[src/rtl/sadd_pkg.sv]
package sadd_pkg;

  typedef enum logic [1:0] {
    SK_LEFT  = 2'b00,
    SK_RIGHT = 2'b01,
    SK_ARITH = 2'b10,
    SK_RSVD  = 2'b11
  } shift_kind_e;

  typedef struct packed {
    logic neg;
    logic zero;
    logic carry;
    logic ovf;
  } cond_flags_t;

  // Sum with the carry out in the top bit.
  function automatic logic [64:0] wide_add(input logic [63:0] x, input logic [63:0] y);
    return {1'b0, x} + {1'b0, y};
  endfunction

  // Signed overflow: same input signs, different result sign.
  function automatic logic sign_overflow(input logic sx, input logic sy, input logic sr);
    return (sx == sy) && (sr != sx);
  endfunction

  function automatic cond_flags_t pack_flags(input logic [63:0] s, input logic co, input logic ov);
    cond_flags_t f;
    f.neg   = s[63];
    f.zero  = (s == '0);
    f.carry = co;
    f.ovf   = ov;
    return f;
  endfunction

endpackage

[src/rtl/sadd_imm_prep.sv]
module sadd_imm_prep #(
  parameter int W   = 64,
  parameter int IW  = 12,
  parameter int HSH = 12
) (
  input  logic [IW-1:0] imm,
  input  logic          hi,
  output logic [W-1:0]  val
);
  localparam int PADW = W - IW;
  logic [W-1:0] ext;

  assign ext = {{PADW{1'b0}}, imm};
  assign val = hi ? (ext << HSH) : ext;
endmodule

[src/rtl/sadd_shifter.sv]
module sadd_shifter
  import sadd_pkg::*;
#(
  parameter int W  = 64,
  parameter int SW = $clog2(W)
) (
  input  logic [W-1:0]  din,
  input  shift_kind_e   kind,
  input  logic [SW-1:0] amt,
  output logic [W-1:0]  dout
);
  logic [SW:0][W-1:0] stg;
  logic fill;

  assign fill   = (kind == SK_ARITH) & din[W-1];
  assign stg[0] = din;

  for (genvar s = 0; s < SW; s++) begin : g_stage
    localparam int D = 1 << s;
    always_comb begin
      if (!amt[s]) begin
        stg[s+1] = stg[s];
      end else begin
        case (kind)
          SK_RIGHT: stg[s+1] = {{D{1'b0}}, stg[s][W-1:D]};
          SK_ARITH: stg[s+1] = {{D{fill}}, stg[s][W-1:D]};
          default:  stg[s+1] = {stg[s][W-1-D:0], {D{1'b0}}};
        endcase
      end
    end
  end

  assign dout = stg[SW];
endmodule

[src/rtl/sadd_adder.sv]
module sadd_adder
  import sadd_pkg::*;
#(
  parameter int W = 64
) (
  input  logic [W-1:0] a,
  input  logic [W-1:0] b,
  output logic [W-1:0] sum,
  output logic         cout,
  output logic         ovf
);
  logic [W:0] full;

  assign full = wide_add(a, b);
  assign sum  = full[W-1:0];
  assign cout = full[W];
  assign ovf  = sign_overflow(a[W-1], b[W-1], full[W-1]);
endmodule

[src/rtl/sadd_flagreg.sv]
module sadd_flagreg
  import sadd_pkg::*;
(
  input  logic        clk,
  input  logic        rst,
  input  logic        wr,
  input  cond_flags_t nxt,
  output cond_flags_t cur
);
  always_ff @(posedge clk) begin
    if (rst)     cur <= '0;
    else if (wr) cur <= nxt;
  end
endmodule

[src/rtl/sadd_unit.sv]
module sadd_unit
  import sadd_pkg::*;
#(
  parameter int W  = 64,
  parameter int IW = 12,
  parameter int SW = $clog2(W)
) (
  input  logic          clk,
  input  logic          rst,
  input  logic [W-1:0]  opa,
  input  logic [W-1:0]  opb,
  input  logic [IW-1:0] imm,
  input  logic          use_imm,
  input  logic          imm_hi,
  input  logic [1:0]    sh_kind,
  input  logic [SW-1:0] sh_amt,
  input  logic          set_flags,
  output logic [W-1:0]  result,
  output logic [3:0]    flags
);
  logic [W-1:0] imm_val;
  logic [W-1:0] reg_val;
  logic [W-1:0] operand2;
  logic         add_cout;
  logic         add_ovf;
  cond_flags_t  flag_nxt;
  cond_flags_t  flag_cur;

  sadd_imm_prep #(.W(W), .IW(IW), .HSH(IW)) u_imm (
    .imm (imm),
    .hi  (imm_hi),
    .val (imm_val)
  );

  sadd_shifter #(.W(W), .SW(SW)) u_shift (
    .din  (opb),
    .kind (shift_kind_e'(sh_kind)),
    .amt  (sh_amt),
    .dout (reg_val)
  );

  assign operand2 = use_imm ? imm_val : reg_val;

  sadd_adder #(.W(W)) u_add (
    .a    (opa),
    .b    (operand2),
    .sum  (result),
    .cout (add_cout),
    .ovf  (add_ovf)
  );

  assign flag_nxt = pack_flags(result, add_cout, add_ovf);

  sadd_flagreg u_flags (
    .clk (clk),
    .rst (rst),
    .wr  (set_flags),
    .nxt (flag_nxt),
    .cur (flag_cur)
  );

  assign flags = flag_cur;
endmodule

[config.mk]
export PLATFORM = sky130hd
export DESIGN_NAME = sadd_unit
export DESIGN_NICKNAME = d
export VERILOG_FILES = /design/src/rtl/sadd_pkg.sv /design/src/rtl/sadd_imm_prep.sv /design/src/rtl/sadd_shifter.sv /design/src/rtl/sadd_adder.sv /design/src/rtl/sadd_flagreg.sv /design/src/rtl/sadd_unit.sv
export SDC_FILE = /design/constraint.sdc
export NUM_CORES = 1
export LEC_CHECK = 0
export BUFFER_PORTS_ARGS = -buffer_cell sky130_fd_sc_hd__buf_2
export CAP_MARGIN = 10
export CORE_UTILIZATION = 43
export DETAILED_ROUTE_END_ITERATION = 10
export HOLD_SLACK_MARGIN = 0.08
export PLACE_DENSITY = 0.67
export RECOVER_POWER = 50
export SYNTH_ARGS = -nofsm -noshare
export SYNTH_HDL_FRONTEND = slang
export SYNTH_SLANG_ARGS = --single-unit
[constraint.sdc]
create_clock -name clk -period 5.51 [get_ports clk]
set_input_delay 0.2755 -clock clk [delete_from_list [all_inputs] [get_ports clk]]
set_output_delay 0.2755 -clock clk [all_outputs]
set_load 0.01 [all_outputs]
==> metrics, run 1 <==
final RePlAce weighted congestion=1.13; Syn Nets=2211; YS warnings=0; Rows=61; clk sinks=4; Stop stage=global routing; outcome=stopped before the end; Main synth FF type=dfxtp_1; cts bufs inserted=3; mapped cell area=12100 um2; synth unique cells=87; Clock Root Buffer=clkbuf_16; gr usage total=0.700; grt ovf=1; FF+latch count, synth=4; Die Width=170 um; Stop Error=[ERROR GRT-0232] Routing congestion too high. Check the congestion heatmap in the GUI.; Clock Path Buffers=2; IO Pins=221; Worst EP kind=register input; # hold bufs at CTS=0; Die Height=170 um; Avg Inst Size Synth=6.09 um2; pin count of the biggest net entering global routing=74; DP HPWL=58.8 mm; Seq/Total Area, Yosys=0.00661; PortBufs=220; GRT worst endpoint=u_flags.cur[2]$_SDFFE_PP0P_/D; H-tree depth=1; number of synthesized flops with an enable pin=0; Async S/R FF share, synth=0; Initial Utilization=0.436; Syn Inst Count=1990
[metrics by stage]
stage | setup slack, ns | cells | cell area [um2]
global placement | -1.80 | 3184 | 19200
floorplan | -0.0929 | 1990 | 12300
CTS | -0.632 | 3232 | 21500
detailed placement | -1.77 | 3184 | 19200
[routing by layer]
layer | overflow | track usage
met5 | 0 | 0.334
met4 | 1 | 0.620
met3 | 0 | 0.520
met2 | 0 | 0.890
met1 | 0 | 0.718
[cell usage after synthesis (all sizes together), types with 11 or more instances]
cell / count / area, um2
a21oi: 239 / 1200
nor2: 228 / 856
nand2: 176 / 663
clkbuf: 153 / 574
o21ai: 142 / 711
nand3: 104 / 521
a221o: 78 / 781
a221oi: 70 / 613
ha: 67 / 838
a31oi: 66 / 413
a21o: 50 / 375
or2: 47 / 294
inv: 36 / 135
and2: 34 / 213
o211ai: 34 / 260
nor3: 32 / 160
xnor2: 32 / 280
a211oi: 29 / 223
buf: 28 / 128
o21a: 25 / 188
xor2: 23 / 201
o22ai: 22 / 138
a22oi: 21 / 158
nand4: 18 / 113
a22o: 16 / 140
a211o: 14 / 123
o31ai: 14 / 119
mux2i: 12 / 120
and3: 11 / 68.8
[kinds of logic after synthesis]
logic type / share of synthesized area
buffers and inverters: 0.0694
AND/OR/NAND/NOR: 0.275
multiplexers: 0.0146
adder cells (fa/ha/maj): 0.0708
flip-flops: 0.00661
AO/OA/AOI/OAI: 0.524
XOR/XNOR: 0.0397
[what timing repair did]
action	4_1_cts
cloned	6
pin swaps	153
resized for setup	329
setup buffers	49
setup endpoints to repair	56
==> run 2, diff against run 1 <==
--- a/config.mk
+++ b/config.mk
@@ -7,10 +7,9 @@
 export LEC_CHECK = 0
 export BUFFER_PORTS_ARGS = -buffer_cell sky130_fd_sc_hd__buf_2
 export CAP_MARGIN = 10
-export CORE_UTILIZATION = 43
+export CORE_UTILIZATION = 28
 export DETAILED_ROUTE_END_ITERATION = 10
-export HOLD_SLACK_MARGIN = 0.08
-export PLACE_DENSITY = 0.67
+export PLACE_DENSITY_LB_ADDON = 0.15
 export RECOVER_POWER = 50
 export SYNTH_ARGS = -nofsm -noshare
 export SYNTH_HDL_FRONTEND = slang
==> constraint.sdc (replaced) <==
create_clock -name clk -period 7.2 [get_ports clk]
set_input_delay 0.36 -clock clk [delete_from_list [all_inputs] [get_ports clk]]
set_output_delay 0.36 -clock clk [all_outputs]
set_load 0.01 [all_outputs]
==> run 2 against run 1 <==
Net effect: the run now ends clean; synthesized cell count unchanged; synthesized area unchanged.
==> metrics, run 2 <==
outcome=complete, no violations; count of final hold-check violations=0; Yosys top cell by area=a21oi_1; Max Clock Freq=146 MHz; initial drt markers=2124; gr usage total=0.310; Layout Skew=0 ns; Leakage=6.67 nW; max-cap violations=0; DRC violations left=0; most common cell in the netlist=a21oi_1; # hold bufs at CTS=0 (unchanged); power consumption=2.14 mW; worst min-delay path class=flop to flop; NumNets Final=2528; Die Width=210 um (+24%); remaining antenna violation count=0; final RePlAce weighted congestion=1.00 (-12%); grt ovf=0; Setup WS pre-CTS=-0.455 ns (+1.32 ns); nature of the critical path endpoint=primary output; fill cell count=4700; period utilisation layout=0.951; Seq/Total Area, Yosys=0.00661 (unchanged); biggest regs=u_flags.cur: 4 flops; initial antenna violation count=5; crit path DAT=6.48 ns; Skew-Pair Late Insertion Delay=0.24 ns; number of synthesized flops with an enable pin=0 (unchanged); first-pass GRT wire length=105 mm; DIE AREA=44100 um2; placed cells=2877 (-9.6%); most common cell after layout, fill and taps aside=buf_4; Die Height=210 um (+24%); synthesis-to-finish area growth=28.2%; setup ws final=0.356 ns; RSZ-0062 raised after global routing=false; Worst slew margin=0.268; Worst path slowest cell=a2111oi_0; Worst setup SP type=input port; Async S/R FF share, synth=0 (unchanged); Clock Root Buffer=clkbuf_16; Clock transition at path regs=0.04 ns; DP HPWL=58.6 mm (-0.34%); mapped cell area=12100 um2 (unchanged); DRT Pass-1 Iters=6; most frequent cells in the layout=265 x buf_4, 235 x a21oi_1, 224 x nor2_1; Slew @ Worst Pin=1.09 ns; PortBufs=220 (unchanged); pwr dens=138 nW/um2; core footprint=42300 um2; synth unique cells=87 (unchanged); final std cells w/o fill=2885; final wirelength=71.5 mm; share of cells above drive strength 1=0.247; cts bufs inserted=3 (unchanged); H-tree depth=1 (unchanged); YS warnings=0 (unchanged); max reg flops=4; vias per cell=6.20; FF+latch count, synth=4 (unchanged); area share of the largest cell type after synthesis=0.0987 (unchanged); Initial Utilization=0.286 (-0.150); Syn Nets=2211 (unchanged); Rows=75 (+23%); Largest Register=u_flags.cur; WL per Instance=24.8 um; Max VDD drop=0.0000919 V; IO Pins=221 (unchanged); vias in the first global route=16500; CP required=6.84 ns; Critical Path Max Stage Delay=0.47 ns; top post-synthesis cells by area=a21oi_1 9.9%, nor2_1 7.1%, ha_1 6.9%; Avg Inst Size Synth=6.09 um2 (unchanged); most common library cells after synthesis=239 x a21oi_1, 228 x nor2_1, 175 x nand2_1, 153 x clkbuf_1, 106 x o21ai_0; Final setup viols=0; pin count of the biggest net entering global routing=90; Clock Path Buffers=2 (unchanged); Syn Inst Count=1990 (unchanged); CP Class=input port to primary output; Max FO, Critical Path=34; CTS tree=done; Main synth FF type=dfxtp_1; Final Max Slew Viols=0; clk sinks=4 (unchanged); vias=17900; fin crit period=6.84 ns
-- run 2: cell counts after synthesis --
Identical to the previous run, type by type.
-- run 2: kinds of logic (layout without fill, tap and decap cells) --
logic type / after synthesis / after routing / synth area share
flops: 4 / 4 / 0.00661
buf+inv: 218 / 532 / 0.0694
fa+ha+maj: 68 / 68 / 0.0708
compound gates: 919 / 919 / 0.524
mux: 17 / 17 / 0.0146
simple gates: 709 / 710 / 0.275
other cells: 0 / 3 / 0
xor+xnor: 55 / 55 / 0.0397
-- run 2: final timing paths --
check            startpoint             end  slack [ns]  cells past startpoint
min reg2reg  u_flags.cur[3]  u_flags.cur[3]        0.49                      2
max              sh_kind[0]      result[63]        0.36                     29
min          u_flags.cur[3]  u_flags.cur[3]        0.49                      2
max reg2reg  u_flags.cur[2]  u_flags.cur[2]        6.19                      2
-- run 2: cell type report --
| cell class | instances | area, um2 | share of cell area |
|---|---|---|---|
| Antenna cell | 3 | 7.51 | 0.000483 |
| Sequential cell | 4 | 80.1 | 0.00515 |
| Clock buffer | 3 | 75.1 | 0.00483 |
| Multi-Input combinational cell | 1769 | 11300 | 0.729 |
| Tap cell | 577 | 722 | 0.0465 |
| Timing Repair Buffer | 492 | 3180 | 0.205 |
| Inverter | 37 | 139 | 0.00894 |
-- run 2: worst max-delay path, delay by kind of cell --
kind / cells / cell delay [ns]
adders and majority gates: 2 / 0.68
and+or+nand+nor: 6 / 0.81
buffers and inverters: 6 / 0.70
xor gates and xnor gates: 1 / 0.20
AOI/OAI and AO/OA: 14 / 3.69
-- run 2: what timing repair did --
item	in CTS	in global routing
pin swaps	0	6
gates resized for setup	2	19
cloned	0	1
buffers inserted	0	1
setup endpoints to repair	1	9
-- run 2: per-stage QoR --
stage	hold WS (ns)	utilization	TNS, ns	cell area, um2
floorplan	0.424	-	0	12100
global placement	0.478	0.363	-0.583	15400
detailed placement	0.481	0.363	-0.455	15400
CTS	0.484	0.365	0	15500
global route	0.485	0.367	0	15500
finish	0.487	0.367	0	15500
-- run 2: power by group --
group,internal (mW),leakage (nW),total (mW),switching (mW)
clock network,0.0720,0.0370,0.0979,0.0259
logic,0.783,6.60,2.02,1.23
registers,0.0238,0.0328,0.0245,0.000650
-- run 2: per-layer routing --
metal  GRT usage  vias up  part of all wire
met4      0.0856        2             0.033
met2       0.508      879              0.45
met1       0.426     8524              0.44
met5           0        -           0.00013
li1            -     8367                 -
met3      0.0346      104             0.076
(Power assumes the default switching activity.)
==> run 3, diff against run 2 <==
--- a/config.mk
+++ b/config.mk
@@ -5,6 +5,7 @@
 export SDC_FILE = /design/constraint.sdc
 export NUM_CORES = 1
 export LEC_CHECK = 0
+export ABC_AREA = 1
 export BUFFER_PORTS_ARGS = -buffer_cell sky130_fd_sc_hd__buf_2
 export CAP_MARGIN = 10
 export CORE_UTILIZATION = 28
==> run 3 against run 2 <==
Net effect: wire length up 20%; critical path depth is 4 higher; sequential cell count did not move; global-route usage decreased by 3.1 points; power is 0.65% lower.
==> metrics, run 3 <==
count of final hold-check violations=0 (unchanged); Setup WS pre-CTS=0.836 ns (+1.29 ns); biggest regs=u_flags.cur: 4 flops; Layout Skew=0 ns (unchanged); Worst slew margin=0.407 (+0.140); max reg flops=4 (unchanged); DP HPWL=71.2 mm (+21%); most frequent cell on the critical path=nand2_1; vias in the first global route=20200 (+23%); # hold bufs at CTS=0 (unchanged); gr usage total=0.278 (-0.0313); Clock Path Buffers=2 (unchanged); clk sinks=4 (unchanged); Seq/Total Area, Yosys=0.00485 (-0.00175); Async S/R FF share, synth=0 (unchanged); Rows=88 (+17%); setup ws final=0.595 ns (+0.239 ns); DIE AREA=59900 um2 (+36%); fill cell count=7109 (+51%); vias per cell=5.17 (-16%); Max Clock Freq=151 MHz (+3.6%); CP required=7.36 ns (+0.52 ns); final wirelength=86.1 mm (+20%); RSZ-0062 raised after global routing=false; grt ovf=0 (unchanged); Leakage=10.3 nW (+55%); Clock transition at path regs=0.03 ns (about the same); IO Pins=221 (unchanged); most common library cells after synthesis=1509 x nand2_1, 604 x nand3_1, 470 x inv_1, 172 x a21oi_1, 134 x nor2_1; mapped cell area=16500 um2 (+36%); Main synth FF type=dfxtp_1; final RePlAce weighted congestion=1.03 (+3.0%); DRC violations left=0 (unchanged); most frequent cells in the layout=1519 x nand2_1, 610 x nand3_1, 468 x inv_1; Critical Path Max Stage Delay=0.58 ns (+0.11 ns); first-pass GRT wire length=128 mm (+22%); H-tree depth=1 (unchanged); Post-DP Area=17900 um2 (+16%); vias=22600 (+27%); FF+latch count, synth=4 (unchanged); Worst path slowest cell=inv_2; PortBufs=220 (unchanged); synthesis-to-finish area growth=8.53%; Skew-Pair Late Insertion Delay=0.23 ns (about the same); CP Class=input port to flop; outcome=complete, no violations; most common cell in the netlist=nand2_1; cts bufs inserted=3 (unchanged); Syn Nets=3733 (+69%); Syn Inst Count=3512 (+76%); number of synthesized flops with an enable pin=0 (unchanged); initial drt markers=2699 (+27%); post-cts sizing count=0 (-2); placed cells=4367 (+52%); nature of the critical path endpoint=flop; Largest Register=u_flags.cur; Die Width=245 um (+17%); area share of the largest cell type after synthesis=0.343 (+0.245); WL per Instance=19.7 um (-21%); Yosys top cell by area=nand2_1; Max VDD drop=0.000215 V (+130%); power consumption=2.13 mW (-0.65%); final std cells w/o fill=4371 (+52%); Avg Inst Size Synth=4.70 um2 (-23%); NumNets Final=3828 (+51%); crit path DAT=6.76 ns (+0.28 ns); Die Height=245 um (+17%); Final setup viols=0 (unchanged); Post-CTS Setup Inserts=0 (unchanged); Max FO, Critical Path=36 (+5.9%); Final Max Slew Viols=0 (unchanged); share of cells above drive strength 1=0.118 (-0.128); top post-synthesis cells by area=nand2_1 34%, nand3_1 18%, inv_1 11%; most common cell after layout, fill and taps aside=nand2_1; Worst setup SP type=input port; post-route setup TNS=0 ns (unchanged); YS warnings=0 (unchanged); Initial Utilization=0.285 (-0.00150); pin count of the biggest net entering global routing=162 (+80%); core footprint=57900 um2 (+37%); CTS tree=done; worst min-delay path class=input port to flop; synth unique cells=43 (-51%); final instance area=17900 um2 (+15%); Slew @ Worst Pin=0.889 ns (-0.206 ns); initial antenna violation count=0 (-5); max-cap violations=0 (unchanged); remaining antenna violation count=0 (unchanged); period utilisation layout=0.917 (-0.0331); DRT Pass-1 Iters=6 (unchanged); pwr dens=119 nW/um2 (-14%); Clock Root Buffer=clkbuf_16; fin crit period=6.61 ns (-0.239 ns)
[run 3: through the flow]
stage / hold WS (ns) / utilization
3_3_place_gp: 0.457 / 0.309
5_1_grt: 0.342 / 0.309
3_5_place_dp: 0.462 / 0.309
2_1_floorplan: 0.429 / -
4_1_cts: 0.335 / 0.310
6_report: 0.339 / 0.309
[run 3: cell type report]
| cell class | count | area (um2) | area share |
|---|---|---|---|
| tap | 765 | 957 | 0.0534 |
| timing repair buffer | 250 | 1400 | 0.0782 |
| inverter | 481 | 1810 | 0.101 |
| sequential | 4 | 80.1 | 0.00447 |
| multi-input combinational | 2867 | 13600 | 0.759 |
| clock buffer | 3 | 75.1 | 0.00419 |
| antenna | 1 | 2.50 | 0.000140 |
[run 3: final timing paths]
check | from | end | slack, ns | depth (start not counted)
hold / removal | rst | u_flags.cur[2] | 0.34 | 2
setup reg to reg | u_flags.cur[1] | u_flags.cur[1] | 6.53 | 2
setup / recovery | sh_kind[0] | u_flags.cur[2] | 0.59 | 33
hold reg to reg | u_flags.cur[0] | u_flags.cur[0] | 0.47 | 2
[run 3: critical path: cells and delay by family]
family          cells  cell delay [ns]
simple gates       22             3.77
fa+ha+maj           2             0.57
buf+inv             4             0.87
compound gates      5             1.17
[run 3: where the power goes]
part	leakage (nW)	switching, mW	internal, mW
combinational	10.3	1.43	0.590
clock	0.0370	0.0160	0.0710
sequential	0.0328	0.000710	0.0238
[run 3: cell families after synthesis]
family | share of synthesized area
AND/OR/NAND/NOR | 0.652
XOR/XNOR | 0.00584
buffers and inverters | 0.169
flip-flops | 0.00485
adder cells (fa/ha/maj) | 0.0520
AO/OA/AOI/OAI | 0.116
[run 3: layer usage]
| layer | track usage | wire (um) |
|---|---|---|
| met1 | 0.427 | 42000 |
| met2 | 0.414 | 35300 |
| met3 | 0.0281 | 7050 |
| met4 | 0.0504 | 1720 |
| met5 | 0 | 0 |
